[src/rtl/diag_pkg.sv]
package diag_pkg;
  localparam int MAX_N = 32;
  typedef logic [MAX_N-1:0]       mask_t;
  typedef logic [MAX_N*MAX_N-1:0] vmat_t;

  // Candidate is small enough to be a legal hypothesis.
  function automatic logic fits(input mask_t m, input int t);
    return ($countones(m) <= t);
  endfunction

  // Every verdict from a tester outside the candidate must equal the
  // testee's membership in the candidate.
  function automatic logic agrees(input vmat_t v, input mask_t m,
                                  input int n, input int t);
    logic good;
    good = 1'b1;
    for (int i = 0; i < n; i++) begin
      for (int k = 1; k <= t; k++) begin
        int j;
        j = (i + k) % n;
        if (!m[i] && (v[i*n+j] != m[j])) good = 1'b0;
      end
    end
    return good;
  endfunction
endpackage

[src/rtl/diag_cand_gen.sv]
module diag_cand_gen #(
  parameter int N = 5
) (
  input  logic         clk,
  input  logic         rst_n,
  input  logic         go,
  output logic [N-1:0] cand,
  output logic         busy,
  output logic         last
);
  always_ff @(posedge clk) begin
    if (!rst_n) begin
      busy <= 1'b0;
      cand <= '0;
    end else if (go) begin
      busy <= 1'b1;
      cand <= '0;
    end else if (busy) begin
      if (last) busy <= 1'b0;
      else      cand <= cand + 1'b1;
    end
  end

  assign last = busy && (&cand);

  // Candidates advance by exactly one per cycle during a scan.
  assert_cand_step_R6: assert property (@(posedge clk) disable iff (!rst_n)
    (busy && !last) |=> (cand == $past(cand) + 1'b1));

  // A scan cannot be restarted or cut short before its last candidate.
  assert_scan_hold_R7: assert property (@(posedge clk) disable iff (!rst_n)
    (busy && !last) |=> busy);
endmodule

[src/rtl/diag_consist.sv]
module diag_consist #(
  parameter int N = 5,
  parameter int T = 2
) (
  input  logic [N-1:0]   cand,
  input  logic [N*N-1:0] verd,
  output logic           size_ok,
  output logic           agree,
  output logic           ok
);
  import diag_pkg::*;

  mask_t m;
  vmat_t vm;

  always_comb begin
    m  = '0;
    vm = '0;
    m[N-1:0]    = cand;
    vm[N*N-1:0] = verd;
    size_ok = fits(m, T);
    agree   = agrees(vm, m, N, T);
    ok      = size_ok && agree;
  end
endmodule

[src/rtl/diag_tally.sv]
module diag_tally #(
  parameter int N = 5,
  parameter int T = 2
) (
  input  logic         clk,
  input  logic         rst_n,
  input  logic         clear,
  input  logic         step,
  input  logic         last,
  input  logic         ok,
  input  logic [N-1:0] cand,
  output logic [N-1:0] faulty,
  output logic         none_found,
  output logic         ambiguous,
  output logic         done
);
  logic [1:0]   hits, hits_n;
  logic [N-1:0] first, first_n;
  logic         finish;

  always_comb begin
    hits_n  = hits;
    first_n = first;
    if (ok) begin
      if (hits == 2'd0) first_n = cand;
      if (hits != 2'd2) hits_n = hits + 2'd1;
    end
  end

  assign finish = step && last;

  always_ff @(posedge clk) begin
    if (!rst_n) begin
      hits       <= '0;
      first      <= '0;
      faulty     <= '0;
      none_found <= 1'b0;
      ambiguous  <= 1'b0;
      done       <= 1'b0;
    end else begin
      done <= finish;
      if (clear) begin
        hits  <= '0;
        first <= '0;
      end else if (step) begin
        hits  <= hits_n;
        first <= first_n;
      end
      if (finish) begin
        faulty     <= (hits_n == 2'd0) ? '0 : first_n;
        none_found <= (hits_n == 2'd0);
        ambiguous  <= (hits_n == 2'd2);
      end
    end
  end

  assert_done_pulse_R6: assert property (@(posedge clk) disable iff (!rst_n)
    done |=> !done);

  assert_flags_exclusive_R5: assert property (@(posedge clk) disable iff (!rst_n)
    !(none_found && ambiguous));

  assert_none_empty_R4: assert property (@(posedge clk) disable iff (!rst_n)
    none_found |-> (faulty == '0));

  assert_result_size_R1: assert property (@(posedge clk) disable iff (!rst_n)
    done |-> ($countones(faulty) <= T));

  assert_result_hold_R8: assert property (@(posedge clk) disable iff (!rst_n)
    !finish |=> ($stable(faulty) && $stable(none_found) && $stable(ambiguous)));
endmodule

[src/rtl/pmc_diag_engine.sv]
module pmc_diag_engine #(
  parameter int N = 5,
  parameter int T = 2
) (
  input  logic           clk,
  input  logic           rst_n,
  input  logic           start,
  input  logic [N*N-1:0] verdicts,
  output logic [N-1:0]   faulty,
  output logic           done,
  output logic           none_found,
  output logic           ambiguous
);
  localparam int NN = N * N;

  if (T < 1 || N < 2*T + 1 || N > diag_pkg::MAX_N) begin : g_bad_params
    $error("pmc_diag_engine: need T>=1 and 2T+1 <= N <= 32");
  end

  logic          busy, last, go;
  logic [N-1:0]  cand;
  logic [NN-1:0] verd_q;
  logic          size_ok, agree, cand_ok;

  assign go = start && !busy;

  always_ff @(posedge clk) begin
    if (!rst_n)  verd_q <= '0;
    else if (go) verd_q <= verdicts;
  end

  diag_cand_gen #(.N(N)) u_gen (
    .clk(clk), .rst_n(rst_n), .go(go),
    .cand(cand), .busy(busy), .last(last)
  );

  diag_consist #(.N(N), .T(T)) u_chk (
    .cand(cand), .verd(verd_q),
    .size_ok(size_ok), .agree(agree), .ok(cand_ok)
  );

  diag_tally #(.N(N), .T(T)) u_tally (
    .clk(clk), .rst_n(rst_n), .clear(go), .step(busy), .last(last),
    .ok(cand_ok), .cand(cand),
    .faulty(faulty), .none_found(none_found), .ambiguous(ambiguous),
    .done(done)
  );

  // The captured matrix cannot move while a scan is running.
  assert_verd_frozen_R7: assert property (@(posedge clk) disable iff (!rst_n)
    (busy && !last) |=> $stable(verd_q));

  // The empty hypothesis always fits an all-pass matrix.
  assert_empty_fits_R1: assert property (@(posedge clk) disable iff (!rst_n)
    (busy && cand == '0 && verd_q == '0) |-> cand_ok);
endmodule

[config.mk]
export PLATFORM = sky130hd
export DESIGN_NAME = pmc_diag_engine
export DESIGN_NICKNAME = d
export VERILOG_FILES = /design/src/rtl/diag_pkg.sv /design/src/rtl/diag_cand_gen.sv /design/src/rtl/diag_consist.sv /design/src/rtl/diag_tally.sv /design/src/rtl/pmc_diag_engine.sv
export SDC_FILE = /design/constraint.sdc
export NUM_CORES = 1
export LEC_CHECK = 0
export BUFFER_PORTS_ARGS = -buffer_cell sky130_fd_sc_hd__buf_2
export CAP_MARGIN = 20
export CORE_ASPECT_RATIO = 1.1
export CORE_MARGIN = 5
export CORE_UTILIZATION = 30
export CTS_CLUSTER_DIAMETER = 100
export CTS_CLUSTER_SIZE = 30
export DETAILED_ROUTE_END_ITERATION = 7
export PLACE_DENSITY = 0.55
export SYNTH_ARGS = -nofsm -noshare
export SYNTH_HDL_FRONTEND = slang
export SYNTH_SLANG_ARGS = --single-unit
[constraint.sdc]
create_clock -name clk -period 4.8 [get_ports clk]
set_input_delay 0.72 -clock clk [delete_from_list [all_inputs] [get_ports clk]]
set_output_delay 0.72 -clock clk [all_outputs]
set_load 0.005 [all_outputs]
==> results.yml, run 1 <==
floorplan:
  fp.dieArea_um2: 6769
  start_util_pct: 31.12
  ioPinCount: 36
  die_h_um: 85.79
  die_w_um: 78.90
  core_area_um2: 5034
  rows: 27
worst_setup_path:
  required_ps: 4990
  worstSetupStartpointType: "flop"
  reg2reg_from: "u_gen.cand[2]$_SDFFE_PP0P_"
  cp-end-kind: "flop"
  rr_worst_depth: 10
  path_cells: "ha_1 -> inv_1 -> fa_1 -> inv_1 -> fa_1 -> nor2b_1 -> nor3_2 -> nand2_1 -> o31a_1 -> a221oi_2"
  slowest_stage: "dfxtp_1"
  critPathMaxStageDelay_ps: 580
  cp_max_fo: 8
  r2r_slack_ps: 1820
  timing_worst_setup_path_type: "flop to flop"
  reg2reg_to: "u_tally.faulty[4]$_SDFFE_PN0P_"
  cp.arrival_ps: 3170
logic_synthesis:
  synth.distinct_cells: 31
  synth_area_um2: 1567
  seq_area_frac_synth_pct: 39.62
  synth_warnings: 0
  synthesis.nets: 208
  synth_top_family_by_area: "simple AND/OR/NAND/NOR gates"
  syn_area_per_cell_um2: 9.108
  synth.top_cells.by_count: "dfxtp_1, nand2_1, a21oi_1, nor2_1, xnor2_1"
  yosys.area_share.xor_xnor_pct: 7.268
  synth_top_area_share_pct: 39.62
  yosys.area.top_type: "dfxtp_1"
  synthTopCellsByArea: "dfxtp_1, nand2_1, xnor2_1"
  synthFlopType: "dfxtp_1"
  synth_cells: 172
  synth_simple_gate_area_share_pct: 17.65
  ys_ff_latch: 31
  synth_edf_count: 0
  synth_fa_ha_area_share_pct: 7.348
  synth.most_common_cell: "dfxtp_1"
  async_reset_ff_share_pct: 0
  synth_mux_area_share_pct: 5.112
  synth-compound-area-share_pct: 17.65
power_and_ir_drop:
  vdd_drop_max_uv: 146.5
  power_mw: 0.6029
  leakage_nw: 0.7290
  power-per-cell-area_nw_per_um2: 334.4
cts:
  cts_root_buffer: "clkbuf_8"
  tritoncts: "built"
  post_cts_buffers: 0
  path_clk_slew_ps: 70
  cts_resized: 0
  cts_hold_repair.buffers: 0
  cts_num_sinks: 31
  clockBufferDepth: 2
  clock_latency_ps: 280
  cts_buffers: 5
  clock_tree.htree_level_count: 2
timing:
  max_freq_mhz: 335.2
  finalHoldViolCount: 0
  rsz0062_at_grt: "false"
  slew_headroom_pct: 51.74
  tightest_slew_ps: 722.5
  slew_violations: 0
  fin_worst_skew_ps: 8.354
  fin_tns_setup_ps: 0
  min_period_ps: 2983
  setup_viol: 0
  period_share_pct: 62.15
layout:
  syn2layout_area_growth_pct: 15.10
  antennaDiodeCount: 0
  final-instance-count-excl-fill: 249
  fin_util_pct: 35.82
  fin_nets: 226
  layout-drive-gt1-share_pct: 19.37
placement:
  io_buffers: 20
  dp_cells: 241
  detailed_place_hpwl_um: 2339
  place.gp.congestion: 0.7579
hold_path:
  min-delay-start: "verd_q[14]$_SDFFE_PN0P_"
  whs_endpoint: "verd_q[14]$_SDFFE_PN0P_"
  min_path_cells: 2
  min_path_type: "flop to flop"
outcome:
  status: "finished, final reports clean"
global_route:
  antenna_found_initial: 0
  grt_start_max_net_pins: 18
  grt_pass1_vias: 1195
  grt_usage_pct: 10.41
  overflow: 0
  grt_pass1_wl_um: 5568
routing:
  postRouteAntennaNets: 0
  viasPerCell: 4.851
  drt_iter0_drc: 36
  drc: 0
  avgRoutedWirePerCell_um: 12.71
  detailroute.via_count: 1208
  drtPass1Iterations: 4
  wl_um: 3165
flow_run:
  maxCapViolations: 0
sequential cells by signal, summed over array words and instances, names as in the netlist:
signal and flops:
u_tally.done 1, u_gen.busy 1, u_gen.cand 5, u_tally.hits 2, u_tally.ambiguous 1, u_tally.faulty 5
verd_q 10, u_tally.first 5, u_tally.none_found 1
cell usage in the layout (no fill, tap or decap), types with 2 or more instances in the layout:
cell type,netlist,final
xnor2_1,11,11
nand2_1,29,29
a221oi_2,5,5
ha_1,6,6
nor2_1,17,17
nor2b_1,3,3
clkbuf_8,0,6
nand3_1,2,2
fa_1,2,2
inv_1,7,7
nand4_1,2,2
dfxtp_1,31,31
buf_2,1,20
mux2i_1,8,8
xor2_1,2,2
a21oi_1,17,17
o21ai_0,6,6
a32oi_1,4,4
layout make-up:
class                   instances  area (µm²)
clock buffers                   6       82.58
clock inverters                 2       35.03
fillers                       533        3231
inverters                       8       30.03
multi-input cells             124       862.1
flip-flops and latches         31       620.6
well taps                      58       72.57
repair buffers                 20       100.1
per-stage QoR:
stage	hold slack [ps]	setup slack, ps	area, µm²
3_3_place_gp	459.4	1828	1685
2_1_floorplan	448.8	2245	1567
4_1_cts	469.8	1811	1803
6_report	468.0	1817	1803
3_5_place_dp	460.4	1828	1685
5_1_grt	489.7	1569	1803
logic make-up (layout without fill, tap and decap cells):
group | after synthesis | after routing
simple gates | 59 | 59
compound gates | 36 | 36
flops | 31 | 31
buf+inv | 17 | 36
xor+xnor | 13 | 13
fa+ha+maj | 8 | 8
mux | 8 | 8
power by group:
group          internal, mW  switching [mW]  total [mW]
combinational        0.0253          0.0380      0.0633
sequential            0.264         0.00716       0.271
clock                 0.168           0.100       0.268
total                 0.457           0.145       0.603
critical path, delay by kind of cell (launching register included):
kind	cells	cell delay [ps]
compound gates	2	520
fa+ha+maj	3	970
buf+inv	2	130
flops	1	580
simple gates	3	690
routing by layer:
layer,GRT usage [%],routed length (µm),vias to the layer above
li1,-,-,624
met2,16.76,1459,26
met4,6.094,53,0
met5,0,0,-
met3,2.521,158,5
met1,12.60,1494,553
worst max path at each step:
stage,startpoint,end,depth (start not counted)
after CTS,u_gen.cand[2]$_SDFFE_PP0P_,u_tally.faulty[4]$_SDFFE_PN0P_,10
after floorplan,u_gen.cand[3]$_SDFFE_PP0P_,u_tally.faulty[4]$_SDFFE_PN0P_,10
after detailed placement,u_gen.cand[2]$_SDFFE_PP0P_,u_tally.faulty[4]$_SDFFE_PN0P_,10
after global placement,u_gen.cand[2]$_SDFFE_PP0P_,u_tally.faulty[4]$_SDFFE_PN0P_,10
after global routing,u_gen.cand[2]$_SDFFE_PP0P_,u_tally.first[4]$_SDFFE_PP0P_,10
final,u_gen.cand[2]$_SDFFE_PP0P_,u_tally.faulty[4]$_SDFFE_PN0P_,10
Power figures use the tool's default switching activity.
==> run 2, diff against run 1 <==
- ABC_AREA: default -> 1
- PLACE_DENSITY: 0.55 -> 0.56
- clock period: 4.8 -> 2.5 ns (I/O delays scaled with it)
==> results.yml, run 2 <==
timing:
  min_period_ps: 2369
  slew_violations: 0
  setup_viol: 0
  rsz0062_at_grt: "false"
  max_freq_mhz: 422.2
  finalHoldViolCount: 0
  tightest_slew_ps: 325.4
  fin_worst_skew_ps: 6.491
  fin_tns_setup_ps: 0
  fin_ws_ps: 131.2
  slew_headroom_pct: 78.08
  period_share_pct: 94.75
power_and_ir_drop:
  seq_power_share_pct: 42.9
  p_switching_mw: 0.3475
  p_clk_share_pct: 38.3
  vdd_drop_max_uv: 231.0
  comb_power_share_pct: 18.8
  p_sw_share_pct: 27.87
  leakage_nw: 0.9848
  power-per-cell-area_nw_per_um2: 604.3
  power.internal_mw: 0.8993
cts:
  cts_buffers: 5
  tritoncts: "built"
  path_clk_slew_ps: 70
  cts_num_sinks: 31
  clock_latency_ps: 280
  clock_tree.htree_level_count: 2
  clockBufferDepth: 2
  cts_root_buffer: "clkbuf_8"
hold_path:
  whs_endpoint: "verd_q[2]$_SDFFE_PN0P_"
  min-delay-start: "verdicts[2]"
  min_path_cells: 3
  min_path_type: "primary input to flop"
routing:
  viasPerCell: 4.285
  drt_iter0_drc: 63
  detailroute.via_count: 1444
  drtPass1Iterations: 4
  drc: 0
  wl_um: 3665
  avgRoutedWirePerCell_um: 10.88
  postRouteAntennaNets: 0
worst_setup_path:
  required_ps: 2720
  r2r_slack_ps: 130
  reg2reg_to: "u_tally.faulty[3]$_SDFFE_PN0P_"
  reg2reg_from: "u_gen.cand[0]$_SDFFE_PP0P_"
  cp-end-kind: "flop"
  path_cells: "ha_1 -> inv_2 -> fa_2 -> inv_2 -> fa_1 -> nand3b_1 -> nor2_4 -> nand2_4 -> buf_12 -> o21ai_4 -> nand3_2 -> a21oi_2"
  cpMostUsedCell: "inv_2"
  rr_worst_depth: 12
  critPathTopFamily: "adder cells"
  cp.arrival_ps: 2590
  timing_worst_setup_path_type: "flop to flop"
  worstSetupStartpointType: "flop"
  cp_max_fo: 5
  slowest_stage: "fa_1"
  critPathMaxStageDelay_ps: 400
  crit_buf_inv: 3
outcome:
  status: "finished, final reports clean"
logic_synthesis:
  synth_edf_count: 0
  syn_area_per_cell_um2: 6.962
  synth_area_um2: 1615
  synth.most_common_cell: "nand2_1"
  async_reset_ff_share_pct: 0
  synthesis.nets: 268
  synth.top_cells.by_count: "nand2_1, dfxtp_1, inv_1, a21oi_1, o21ai_0"
  seq_area_frac_synth_pct: 38.42
  ys_ff_latch: 31
  synthTopCellsByArea: "dfxtp_1, nand2_1, a21oi_1"
  synthFlopType: "dfxtp_1"
  synth_top_area_share_pct: 38.42
  synth.distinct_cells: 21
  yosys.area.top_type: "dfxtp_1"
  synth_warnings: 0
  synth_cells: 232
floorplan:
  start_util_pct: 30.53
  die_w_um: 79.97
  ioPinCount: 36
  core_area_um2: 5290
  die_h_um: 86.96
  fp.dieArea_um2: 6954
  rows: 28
placement:
  detailed_place_hpwl_um: 2673
  place.gp.congestion: 0.8200
  io_buffers: 20
  pre_cts_ws_ps: 60.84
global_route:
  antenna_found_initial: 0
  grt_usage_pct: 11.30
  grt_start_max_net_pins: 22
  overflow: 0
  grt_pass1_vias: 1281
  grt_pass1_wl_um: 5989
layout:
  mostFrequentLayoutCell: "nand2_1"
  layout-drive-gt1-share_pct: 31.30
  fill_cells: 576
  syn2layout_area_growth_pct: 27.73
  fin_util_pct: 39.00
  top_register: "verd_q"
  fin_nets: 298
  antennaDiodeCount: 0
  largest_reg_flops: 10
  final_cell_mix: "nand2_1, dfxtp_1, inv_1"
flow_run:
  maxCapViolations: 0
-- run 2: metrics by stage --
step	power, mW	cells	area [µm²]	hold WS, ps
3_3_place_gp	0.7417	328	1843	455.4
3_5_place_dp	0.7451	328	1843	453.6
5_1_grt	1.318	337	2063	369.0
4_1_cts	1.230	335	1946	356.7
6_report	1.247	337	2063	367.4
2_1_floorplan	0.6897	232	1615	443.9
-- run 2: power groups by stage --
stage | logic (mW) | registers [mW] | clock network [mW]
global route | 0.267 | 0.537 | 0.514
CTS | 0.201 | 0.534 | 0.495
detailed placement | 0.200 | 0.545 | 0
finish | 0.234 | 0.535 | 0.478
global placement | 0.198 | 0.544 | 0
floorplan | 0.149 | 0.541 | 0
-- run 2: area by class of cell --
class / instances / area, µm² / share of cell area, %
Clock buffer: 6 / 72.57 / 3.517
Multi-Input combinational cell: 158 / 905.9 / 43.91
Inverter: 37 / 138.9 / 6.731
Sequential cell: 31 / 624.3 / 30.26
Tap cell: 75 / 93.84 / 4.548
Clock inverter: 1 / 30.03 / 1.455
Timing Repair Buffer: 29 / 197.7 / 9.582
-- run 2: worst max-delay path by stage --
stage	cells after the start	from	to	slack, ps
finish	12	u_gen.cand[0]$_SDFFE_PP0P_	u_tally.faulty[3]$_SDFFE_PN0P_	130
detailed placement	14	u_gen.cand[2]$_SDFFE_PP0P_	u_tally.faulty[2]$_SDFFE_PN0P_	60
CTS	14	u_gen.cand[2]$_SDFFE_PP0P_	u_tally.faulty[1]$_SDFFE_PN0P_	40
global placement	13	u_gen.cand[3]$_SDFFE_PP0P_	u_tally.faulty[2]$_SDFFE_PN0P_	100
global route	13	u_gen.cand[2]$_SDFFE_PP0P_	u_tally.faulty[3]$_SDFFE_PN0P_	30
floorplan	13	u_gen.cand[2]$_SDFFE_PP0P_	u_tally.faulty[0]$_SDFFE_PN0P_	180
-- run 2: metal layers --
| metal | vias to the layer above | share of wire, % | GRT usage [%] |
|---|---|---|---|
| met2 | 22 | 45 | 17.17 |
| met3 | 6 | 4.1 | 3.520 |
| met4 | 0 | 2.0 | 5.069 |
| li1 | 789 | - | - |
| met1 | 627 | 49 | 14.63 |
| met5 | - | 0 | 0 |
-- run 2: logic make-up after synthesis --
kind of cell             after synthesis  synth area share, %
AND/OR/NAND/NOR                       94                24.09
AO/OA/AOI/OAI                         56                19.83
adder cells (fa/ha/maj)                8                7.126
buffers and inverters                 43                10.53
flip-flops                            31                38.42
-- run 2: repair_timing --
item / CTS / global route
hold buffers: 0 / 0
setup endpoints to repair: 0 / 12
setup buffers: 0 / 1
gates resized for setup: 0 / 24
endpoints found under the hold margin: 0 / 0
-- run 2: worst register-to-register path: stages (launching register included) --
cell and delay, ps:
dfxtp_1 310, ha_1 300, inv_2 70, fa_2 190, inv_2 40, fa_1 400
nand3b_1 200, nor2_4 160, nand2_4 100, buf_12 150, o21ai_4 170, nand3_2 90
a21oi_2 130
